[config.mk]
export PLATFORM = sky130hd
export DESIGN_NAME = snap_counter
export DESIGN_NICKNAME = d
export VERILOG_FILES = /design/src/rtl/snapctr_pkg.sv /design/src/rtl/snapctr_edge.sv /design/src/rtl/snapctr_count.sv /design/src/rtl/snapctr_readout.sv /design/src/rtl/snap_counter.sv
export SDC_FILE = /design/constraint.sdc
export NUM_CORES = 1
export LEC_CHECK = 0
export BUFFER_PORTS_ARGS = -buffer_cell sky130_fd_sc_hd__buf_2
export CORE_MARGIN = 8
export CORE_UTILIZATION = 30
export DETAILED_ROUTE_END_ITERATION = 10
export GPL_TIMING_DRIVEN = 0
export PLACE_DENSITY = 0.56
export RECOVER_POWER = 50
export SLEW_MARGIN = 10
export SYNTH_ARGS = -nofsm -noshare
export SYNTH_HDL_FRONTEND = slang
export SYNTH_HIERARCHICAL = 1
export SYNTH_SLANG_ARGS = --single-unit
[constraint.sdc]
create_clock -name clk -period 3.6 [get_ports clk]
set_clock_uncertainty 0.1 [all_clocks]
set_input_delay 0.72 -clock clk [delete_from_list [all_inputs] [get_ports clk]]
set_output_delay 0.72 -clock clk [all_outputs]
set_load 0.02 [all_outputs]
[src/rtl/snapctr_pkg.sv]
package snapctr_pkg;
  // Byte lanes of the readout port, in select-bit order.
  typedef enum logic [1:0] {
    LANE_A_LO = 2'd0,
    LANE_A_HI = 2'd1,
    LANE_B_LO = 2'd2,
    LANE_B_HI = 2'd3
  } lane_e;

  localparam int unsigned DEF_CNT_W  = 16;
  localparam int unsigned DEF_BYTE_W = 8;
endpackage

[src/rtl/snapctr_edge.sv]
module snapctr_edge #(
  parameter int unsigned N = 1
) (
  input  logic         clk,
  input  logic         rst_n,
  input  logic [N-1:0] lvl,
  output logic [N-1:0] rise
);
  logic [N-1:0] lvl_q;

  always_ff @(posedge clk or negedge rst_n) begin
    if (!rst_n) lvl_q <= '0;
    else        lvl_q <= lvl;
  end

  assign rise = lvl & ~lvl_q;
endmodule

[src/rtl/snapctr_count.sv]
module snapctr_count #(
  parameter int unsigned W = 16
) (
  input  logic         clk,
  input  logic         arst_n,
  input  logic         step,
  output logic [W-1:0] cnt
);
  always_ff @(posedge clk or negedge arst_n) begin
    if (!arst_n)   cnt <= '0;
    else if (step) cnt <= cnt + 1'b1;
  end

  // one count per step, wrapping at the top value
  p_step_r1: assert property (@(posedge clk) disable iff (!arst_n)
    step |=> cnt == W'($past(cnt) + 1'b1));

  // no step, no change
  p_still_r3: assert property (@(posedge clk) disable iff (!arst_n)
    !step |=> $stable(cnt));
endmodule

[src/rtl/snapctr_readout.sv]
module snapctr_readout
  import snapctr_pkg::*;
#(
  parameter int unsigned W      = DEF_CNT_W,
  parameter int unsigned BYTE_W = DEF_BYTE_W
) (
  input  logic                             clk,
  input  logic                             rst_n,
  input  logic [W-1:0]                     hold_lo,
  input  logic [W-1:0]                     hold_hi,
  input  logic [2*(W/BYTE_W)-1:0]          sel_n,
  output logic [BYTE_W-1:0]                data,
  output logic                             oe,
  output logic                             err
);
  localparam int unsigned NB   = W / BYTE_W;
  localparam int unsigned NSEL = 2 * NB;

  logic [2*W-1:0]               flat;
  logic [NSEL-1:0]              act;
  logic [NSEL-1:0][BYTE_W-1:0]  gated;
  logic [BYTE_W-1:0]            merged;

  assign flat = {hold_hi, hold_lo};
  assign act  = ~sel_n;

  for (genvar i = 0; i < NSEL; i++) begin : g_lane
    assign gated[i] = act[i] ? flat[i*BYTE_W +: BYTE_W] : '0;
  end

  always_comb begin
    merged = '0;
    for (int i = 0; i < NSEL; i++) merged = merged | gated[i];
    oe   = ($countones(act) == 1);
    err  = ($countones(act) > 1);
    data = oe ? merged : '0;
  end

  // output enable only with a single active select
  p_single_r8: assert property (@(posedge clk) disable iff (!rst_n)
    oe |-> $countones(sel_n) == NSEL - 1);

  // idle port is silent
  p_idle_r9: assert property (@(posedge clk) disable iff (!rst_n)
    (&sel_n) |-> (!oe && !err && data == '0));

  // conflicting selects mute the port
  p_clash_r10: assert property (@(posedge clk) disable iff (!rst_n)
    err |-> (!oe && data == '0));
endmodule

[src/rtl/snap_counter.sv]
module snap_counter
  import snapctr_pkg::*;
#(
  parameter int unsigned CNT_W  = DEF_CNT_W,
  parameter int unsigned BYTE_W = DEF_BYTE_W
) (
  input  logic                           clk,
  input  logic                           rst_n,
  input  logic                           clr_n,
  input  logic                           cnt_a_stb,
  input  logic                           cnt_b_stb,
  input  logic                           b_en_n,
  input  logic                           cap_stb,
  input  logic [2*(CNT_W/BYTE_W)-1:0]    sel_n,
  output logic [BYTE_W-1:0]              rd_data,
  output logic                           rd_oe,
  output logic                           sel_err,
  output logic                           carry_a_n
);
  logic [2:0]       rise;
  logic             step_a, step_b, cap_rise;
  logic             cnt_arst_n;
  logic [CNT_W-1:0] cnt_a, cnt_b, hold_a, hold_b;

  snapctr_edge #(.N(3)) u_edge (
    .clk   (clk),
    .rst_n (rst_n),
    .lvl   ({cap_stb, cnt_b_stb, cnt_a_stb}),
    .rise  (rise)
  );

  assign step_a   = rise[0];
  assign step_b   = rise[1] & ~b_en_n;
  assign cap_rise = rise[2];

  // counters see both the system reset and the clear
  assign cnt_arst_n = rst_n & clr_n;

  snapctr_count #(.W(CNT_W)) u_cnt_a (
    .clk (clk), .arst_n (cnt_arst_n), .step (step_a), .cnt (cnt_a)
  );

  snapctr_count #(.W(CNT_W)) u_cnt_b (
    .clk (clk), .arst_n (cnt_arst_n), .step (step_b), .cnt (cnt_b)
  );

  // snapshot registers: untouched by the counter clear
  always_ff @(posedge clk or negedge rst_n) begin
    if (!rst_n) begin
      hold_a <= '0;
      hold_b <= '0;
    end else if (cap_rise) begin
      hold_a <= cnt_a;
      hold_b <= cnt_b;
    end
  end

  assign carry_a_n = ~(&cnt_a);

  snapctr_readout #(.W(CNT_W), .BYTE_W(BYTE_W)) u_rd (
    .clk     (clk),
    .rst_n   (rst_n),
    .hold_lo (hold_a),
    .hold_hi (hold_b),
    .sel_n   (sel_n),
    .data    (rd_data),
    .oe      (rd_oe),
    .err     (sel_err)
  );

  // capture takes the value present before any same-cycle increment
  p_capture_r7: assert property (@(posedge clk) disable iff (!rst_n)
    cap_rise |=> (hold_a == $past(cnt_a) && hold_b == $past(cnt_b)));

  // snapshot holds when no capture edge
  p_keep_r4: assert property (@(posedge clk) disable iff (!rst_n)
    !cap_rise |=> ($stable(hold_a) && $stable(hold_b)));
endmodule

# Word level (Yosys, flattened, before mapping)
# Index checks and enable logic that the tools add are counted.
op_classes:
  eq_ne: 1
  n_bitwise: 10
  reduce_logical: 1
  mux: 5
  add_sub_neg: 5
  n_lt_le_gt_ge: 1
ops:
  columns: ["op", "count"]
  rows:
  - ["8-bit 2-to-1 mux", 5]
  - ["16-bit by 1-bit adder with 16-bit output, second input constant", 2]
  - ["32-bit adder", 1]
  - ["32-bit by 2-bit equality test with 1-bit output, second input constant", 1]
  - ["32-bit by 2-bit > comparator with 1-bit output, second input constant", 1]
  - ["8-bit OR", 3]
  - ["16-bit AND reduction", 1]
  - ["1-bit by 1-bit adder with 2-bit output", 2]
  - ["4-bit inverter", 1]
  - ["3-bit bitwise AND", 1]
  - ["3-bit inverter", 1]
  - ["1-bit bitwise AND", 2]
  - ["1-bit inverter", 2]
word_totals:
  ff_bits: 67
  elab_cells: 28

# Logic depth before layout (Yosys ltp)
logic_depth:
  ltp_word: 6
  depth_mapped: 7
  mapped_depth_nobuf: 6

# By module
# The synthesis kept the hierarchy.
by_module_without_submodules:
  columns: ["mod", "seq_area_each_um2", "area_per_inst_um2", "n_inst", "cells_per_inst"]
  rows:
  - ["snapctr_count", 400.4, 695.7, 2, 56]
  - ["snap_counter", 800.8, 1257.5, 1, 75]
  - ["snapctr_readout", 0.0, 432.9, 1, 52]
  - ["snapctr_edge", 75.1, 116.4, 1, 6]

# Worst setup path before layout
# OpenSTA, ideal clock, no wires.
synth_timing:
  kind: "input -> output"
  from: "input port sel_n[2]"
  to: "output port rd_data[0]"
  setup_slack_ps: 310
  cell_stages: 7
  arrival_time_ps: 2470
  path_buffers: 1
  t_required_ps: 2780
  path_cell_list: "inv_1 ha_1 ha_1 fa_1 or3b_1 buf_6 a41oi_2"
synth_between:
  elab_chain_len: 5
  word_cells_on_any_way: 8
  classes_between: "2 x add/sub; 1 x eq/ne; 2 x mux; 3 x bitwise"
synth_rtl:
  columns: ["item", "line", "source"]
  rows:
  - ["from (decl)", "snap_counter.sv:14", "input logic [2*(CNT_W/BYTE_W)-1:0] sel_n,"]
  - ["4-bit inverter *", "snapctr_readout.sv:25", "assign act = ~sel_n;"]
  - ["1-bit by 1-bit adder with 2-bit output (not written as such) / 8-bit 2-to-1 mux (equally long branches)", "snapctr_readout.sv:34, snapctr_readout.sv:28", null]
  - ["32-bit adder (not written as such) / 8-bit OR (equally long branches)", "snapctr_readout.sv:34, snapctr_readout.sv:33", null]
  - ["32-bit by 2-bit equality test with 1-bit output / 8-bit OR (equally long branches)", "snapctr_readout.sv:34, snapctr_readout.sv:33", null]
  - ["8-bit 2-to-1 mux *", "snapctr_readout.sv:36", "data = oe ? merged : '0;"]
  - ["to (decl)", "snap_counter.sv:15", "output logic [BYTE_W-1:0] rd_data,"]
# Mark *: on every way between the ends. The rest lies on a longest branch, timed or not.

# Worst setup path in the final report
layout_timing:
  from: "input port sel_n[1]"
  to: "output port rd_data[2]"
layout_between:
  elab_chain_len: 6
  word_cells_on_any_way: 9
  classes_between: "2 x add/sub; 1 x eq/ne; 2 x mux; 4 x bitwise"
layout_rtl:
  columns: ["item", "line"]
  rows:
  - ["4-bit inverter *", "snapctr_readout.sv:25"]
  - ["branches (longest 4 deep; another with 32-bit adder)", null]
  - ["8-bit 2-to-1 mux *", "snapctr_readout.sv:36"]
# Mark *: on every way between the ends.

==> flow_metrics.env <==
export IMPL_h_tree_depth=3
export IMPL_register_area_mm2=0.00168
export IMPL_clock_path_buffers=2
export IMPL_synth_seq_cells=67
export IMPL_r2r_end="u_cnt_a/cnt[12]$_DFFE_PN0P_"
export IMPL_synth_most_common_cell="dfrtp_1"
export IMPL_grt_antenna_before_repair=0
export IMPL_layout_drive_gt1_share=0.322
export IMPL_core_mm2=0.0103
export IMPL_slowest_delay_ns=0.47
export IMPL_path_max_fanout=9
export IMPL_rsz0062_at_grt="false"
export IMPL_drtAntennaViolNets=0
export IMPL_ys_seq_area_frac=0.524
export IMPL_p_seq_frac=0.503
export IMPL_wl_um=6450
export IMPL_gp_congestion=0.737
export IMPL_instances_no_fill=419
export IMPL_worst_setup_path_type="input port to output pin"
export IMPL_setup_viol=0
export IMPL_grt_max_degree=37
export IMPL_violations="capacitance limit, slew limit"
export IMPL_timing_rr_start="u_edge/lvl_q[0]$_DFF_PN0_"
export IMPL_grt_pass1_wl_um=10800
export IMPL_min_to="u_cnt_b/cnt[15]$_DFFE_PN0P_"
export IMPL_synth_top_area_share=0.524
export IMPL_dieArea_mm2=0.0142
export IMPL_path_cells="buf_8 > inv_2 > ha_4 > ha_2 > fa_1 > or3b_4 > buf_8 > a41oi_2 > buf_4"
export IMPL_netlist_top_cells_count="67 x dfrtp_1, 32 x nand2b_1, 30 x mux2_2"
export IMPL_fmax_mhz=283
export IMPL_leakage_uw=0.00164
export IMPL_min_period_ns=3.53
export IMPL_dp_hpwl_um=4640
export IMPL_finalCritPeriodShare=0.981
export IMPL_status="finished with violations"
export IMPL_p_sw_frac=0.285
export IMPL_die_y_um=119
export IMPL_portBuffers=21
export IMPL_fin_util=0.362
export IMPL_drc=0
export IMPL_nets=295
export IMPL_slowest_stage="fa_1"
export IMPL_diodes=0
export IMPL_post_cts_repair_setup_buffers=0
export IMPL_cts_sinks=67
export IMPL_place_inst=402
export IMPL_cp_end_kind="output pin"
export IMPL_die_x_um=119
export IMPL_initial_core_util=0.310
export IMPL_hold_depth=1
export IMPL_syn_area_mm2=0.00320
export IMPL_multi_input_area_mm2=0.00144
export IMPL_p_comb_frac=0.160
export IMPL_clkSlewWorstSetupHoldPaths_ns=0.07
export IMPL_cts_hold_buf=0
export IMPL_synth_warnings=6
export IMPL_io_pins=22
export IMPL_dr_first_iter_drc_count=75
export IMPL_p_per_area_mw_per_mm2=536
export IMPL_synth_cell_types=29
export IMPL_grt_usage=0.0957
export IMPL_finalHoldViolations=0
export IMPL_cts_buffers=9
export IMPL_arrival_ns=2.71
export IMPL_cts_tree="yes"
export IMPL_dr_pass1_iters=4
export IMPL_synth_edf_count=0
export IMPL_synth_area_per_cell_um2=13.1
export IMPL_finalPower_uw=2000
export IMPL_yosys_area_top_type="dfrtp_1"
export IMPL_wl_per_cell_um=15.4
export IMPL_critPathLaunchType="input port"
export IMPL_crit_required_ns=2.78
export IMPL_first_global_vias=2092
export IMPL_hp_class="flip-flop to flip-flop"
export IMPL_synth_area_leaders="dfrtp_1 52%, mux2_2 11%, nand2b_1 6.3%"
export IMPL_worst_pin_slew_ns=1.96
export IMPL_r2r_slack_ns=1.57
export IMPL_p_switching_uw=570
export IMPL_drv_slew=37
export IMPL_cp_common_cell="buf_8"
export IMPL_reg2regPathDepth=5
export IMPL_cts_root_buf="clkbuf_8"
export IMPL_async_flop_share=1.00
export IMPL_syn_to_final_growth_pct=16.8
export IMPL_power_internal_uw=1430
export IMPL_hp_start="u_cnt_b/cnt[15]$_DFFE_PN0P_"
export IMPL_vias=1907
export IMPL_syn_nets=262
export IMPL_power_frac_clock=0.337
export IMPL_clk_insertion_delay_late_ns=0.33
export IMPL_grt_overflow=0
export IMPL_synth_ff_type="dfrtp_1"
export IMPL_rows=37
export IMPL_viasPerCell=4.55
export IMPL_syn_inst=245
export IMPL_slew_headroom=-0.306
export IMPL_nFillCells=1010
export IMPL_maxCapViolCount=1
export IMPL_peakVddDrop_mv=0.325
==> logic make-up (layout without fill, tap and decap cells) <==
group	after synthesis	in the layout	share of synthesized area
and+or+nand+nor	88	88	0.180
DFF	67	67	0.524
buffers and inverters	12	50	0.0254
muxes	34	34	0.122
AOI/OAI and AO/OA	8	8	0.0407
xor gates and xnor gates	30	30	0.0822
adders and majority gates	6	6	0.0258
==> worst max path at each step <==
stage	slack [ns]	start	endpoint
detailed placement	-0.08	sel_n[2]	rd_data[3]
CTS	0.005	sel_n[2]	rd_data[2]
global placement	-0.05	sel_n[2]	rd_data[3]
global route	0.01	sel_n[1]	rd_data[2]
floorplan	0.31	sel_n[2]	rd_data[0]
finish	0.07	sel_n[1]	rd_data[2]
==> per-stage QoR <==
step	instance area [µm²]	setup TNS (ns)	setup WS [ns]	hold slack [ns]
2_1_floorplan	3200	0	0.310	0.324
3_5_place_dp	3470	-0.529	-0.0811	0.374
3_3_place_gp	3470	-0.261	-0.0468	0.365
4_1_cts	3730	0	0.00533	0.378
6_report	3740	0	0.0676	0.374
5_1_grt	3740	0	0.0109	0.369
==> cells in the final DEF, fill, tap and decap left out <==
cell        instances
inv_1               3
ha_1                2
clkbuf_8            9
buf_12              3
buf_8               2
and3_1              2
nand2_1            10
bufinv_16           2
or3b_4              1
buf_4               5
clkinv_2            1
nand4_1            11
ha_2                1
nand4_4             1
xor2_1             12
a41oi_2             8
xnor2_1            18
mux2_2             30
and2_2              1
ha_4                2
nand3_1            10
fa_1                1
nor3_2              4
buf_2               9
nor4_1              2
clkbuf_1            8
mux2_4              1
clkinvlp_4          1
dfrtp_1            67
or2_2               1
nand2b_1           32
mux2_1              3
buf_6               1
nor2b_2             2
clkinv_4            2
nor2_1              6
and4_1              2
inv_2               4
nor2b_1             2
or4_1               1
==> timing repair <==
item	4_1_cts	5_1_grt
resized for setup	12	19
hold endpoints to repair	0	0
gates cloned	1	0
pin swaps	1	5
setup endpoints to repair	8	8
==> per-layer routing <==
layer  GRT usage  wire [µm]  part of all wire  vias up
met5           0          0                 0        -
met4      0.0332         40            0.0062        0
met1       0.125       3260              0.51      956
li1            -          -                 -      921
met2       0.141       2940              0.46       25
met3      0.0373        210             0.033        5
==> power groups by stage <==
stage	sequential [µW]	clock [µW]	combinational [µW]
3_3_place_gp	1030	0	296
2_1_floorplan	983	0	234
5_1_grt	1030	733	360
6_report	1010	673	320
4_1_cts	1020	698	322
3_5_place_dp	1040	0	304
==> area by class of cell <==
class / count / share of cell area
tap: 136 / 0.0455
sequential: 67 / 0.449
inverter: 7 / 0.00703
multi-input combinational: 166 / 0.384
buffer: 5 / 0.00804
clock inverter: 6 / 0.0241
clock buffer: 10 / 0.0342
timing repair buffer: 22 / 0.0482
==> sequential cells by signal, indices dropped and copies added (netlist names) <==
| name | cells |
|---|---|
| hold_a | 16 |
| hold_b | 16 |
| u_cnt_a/cnt | 16 |
| u_cnt_b/cnt | 16 |
| u_edge/lvl_q | 3 |
==> critical path, delay by kind of cell <==
| family | cells | cell delay (ns) |
|---|---|---|
| buffers and inverters | 4 | 0.50 |
| adder cells (fa/ha/maj) | 3 | 0.84 |
| AO/OA/AOI/OAI | 1 | 0.20 |
| AND/OR/NAND/NOR | 1 | 0.44 |
(Power assumes the default switching activity.)
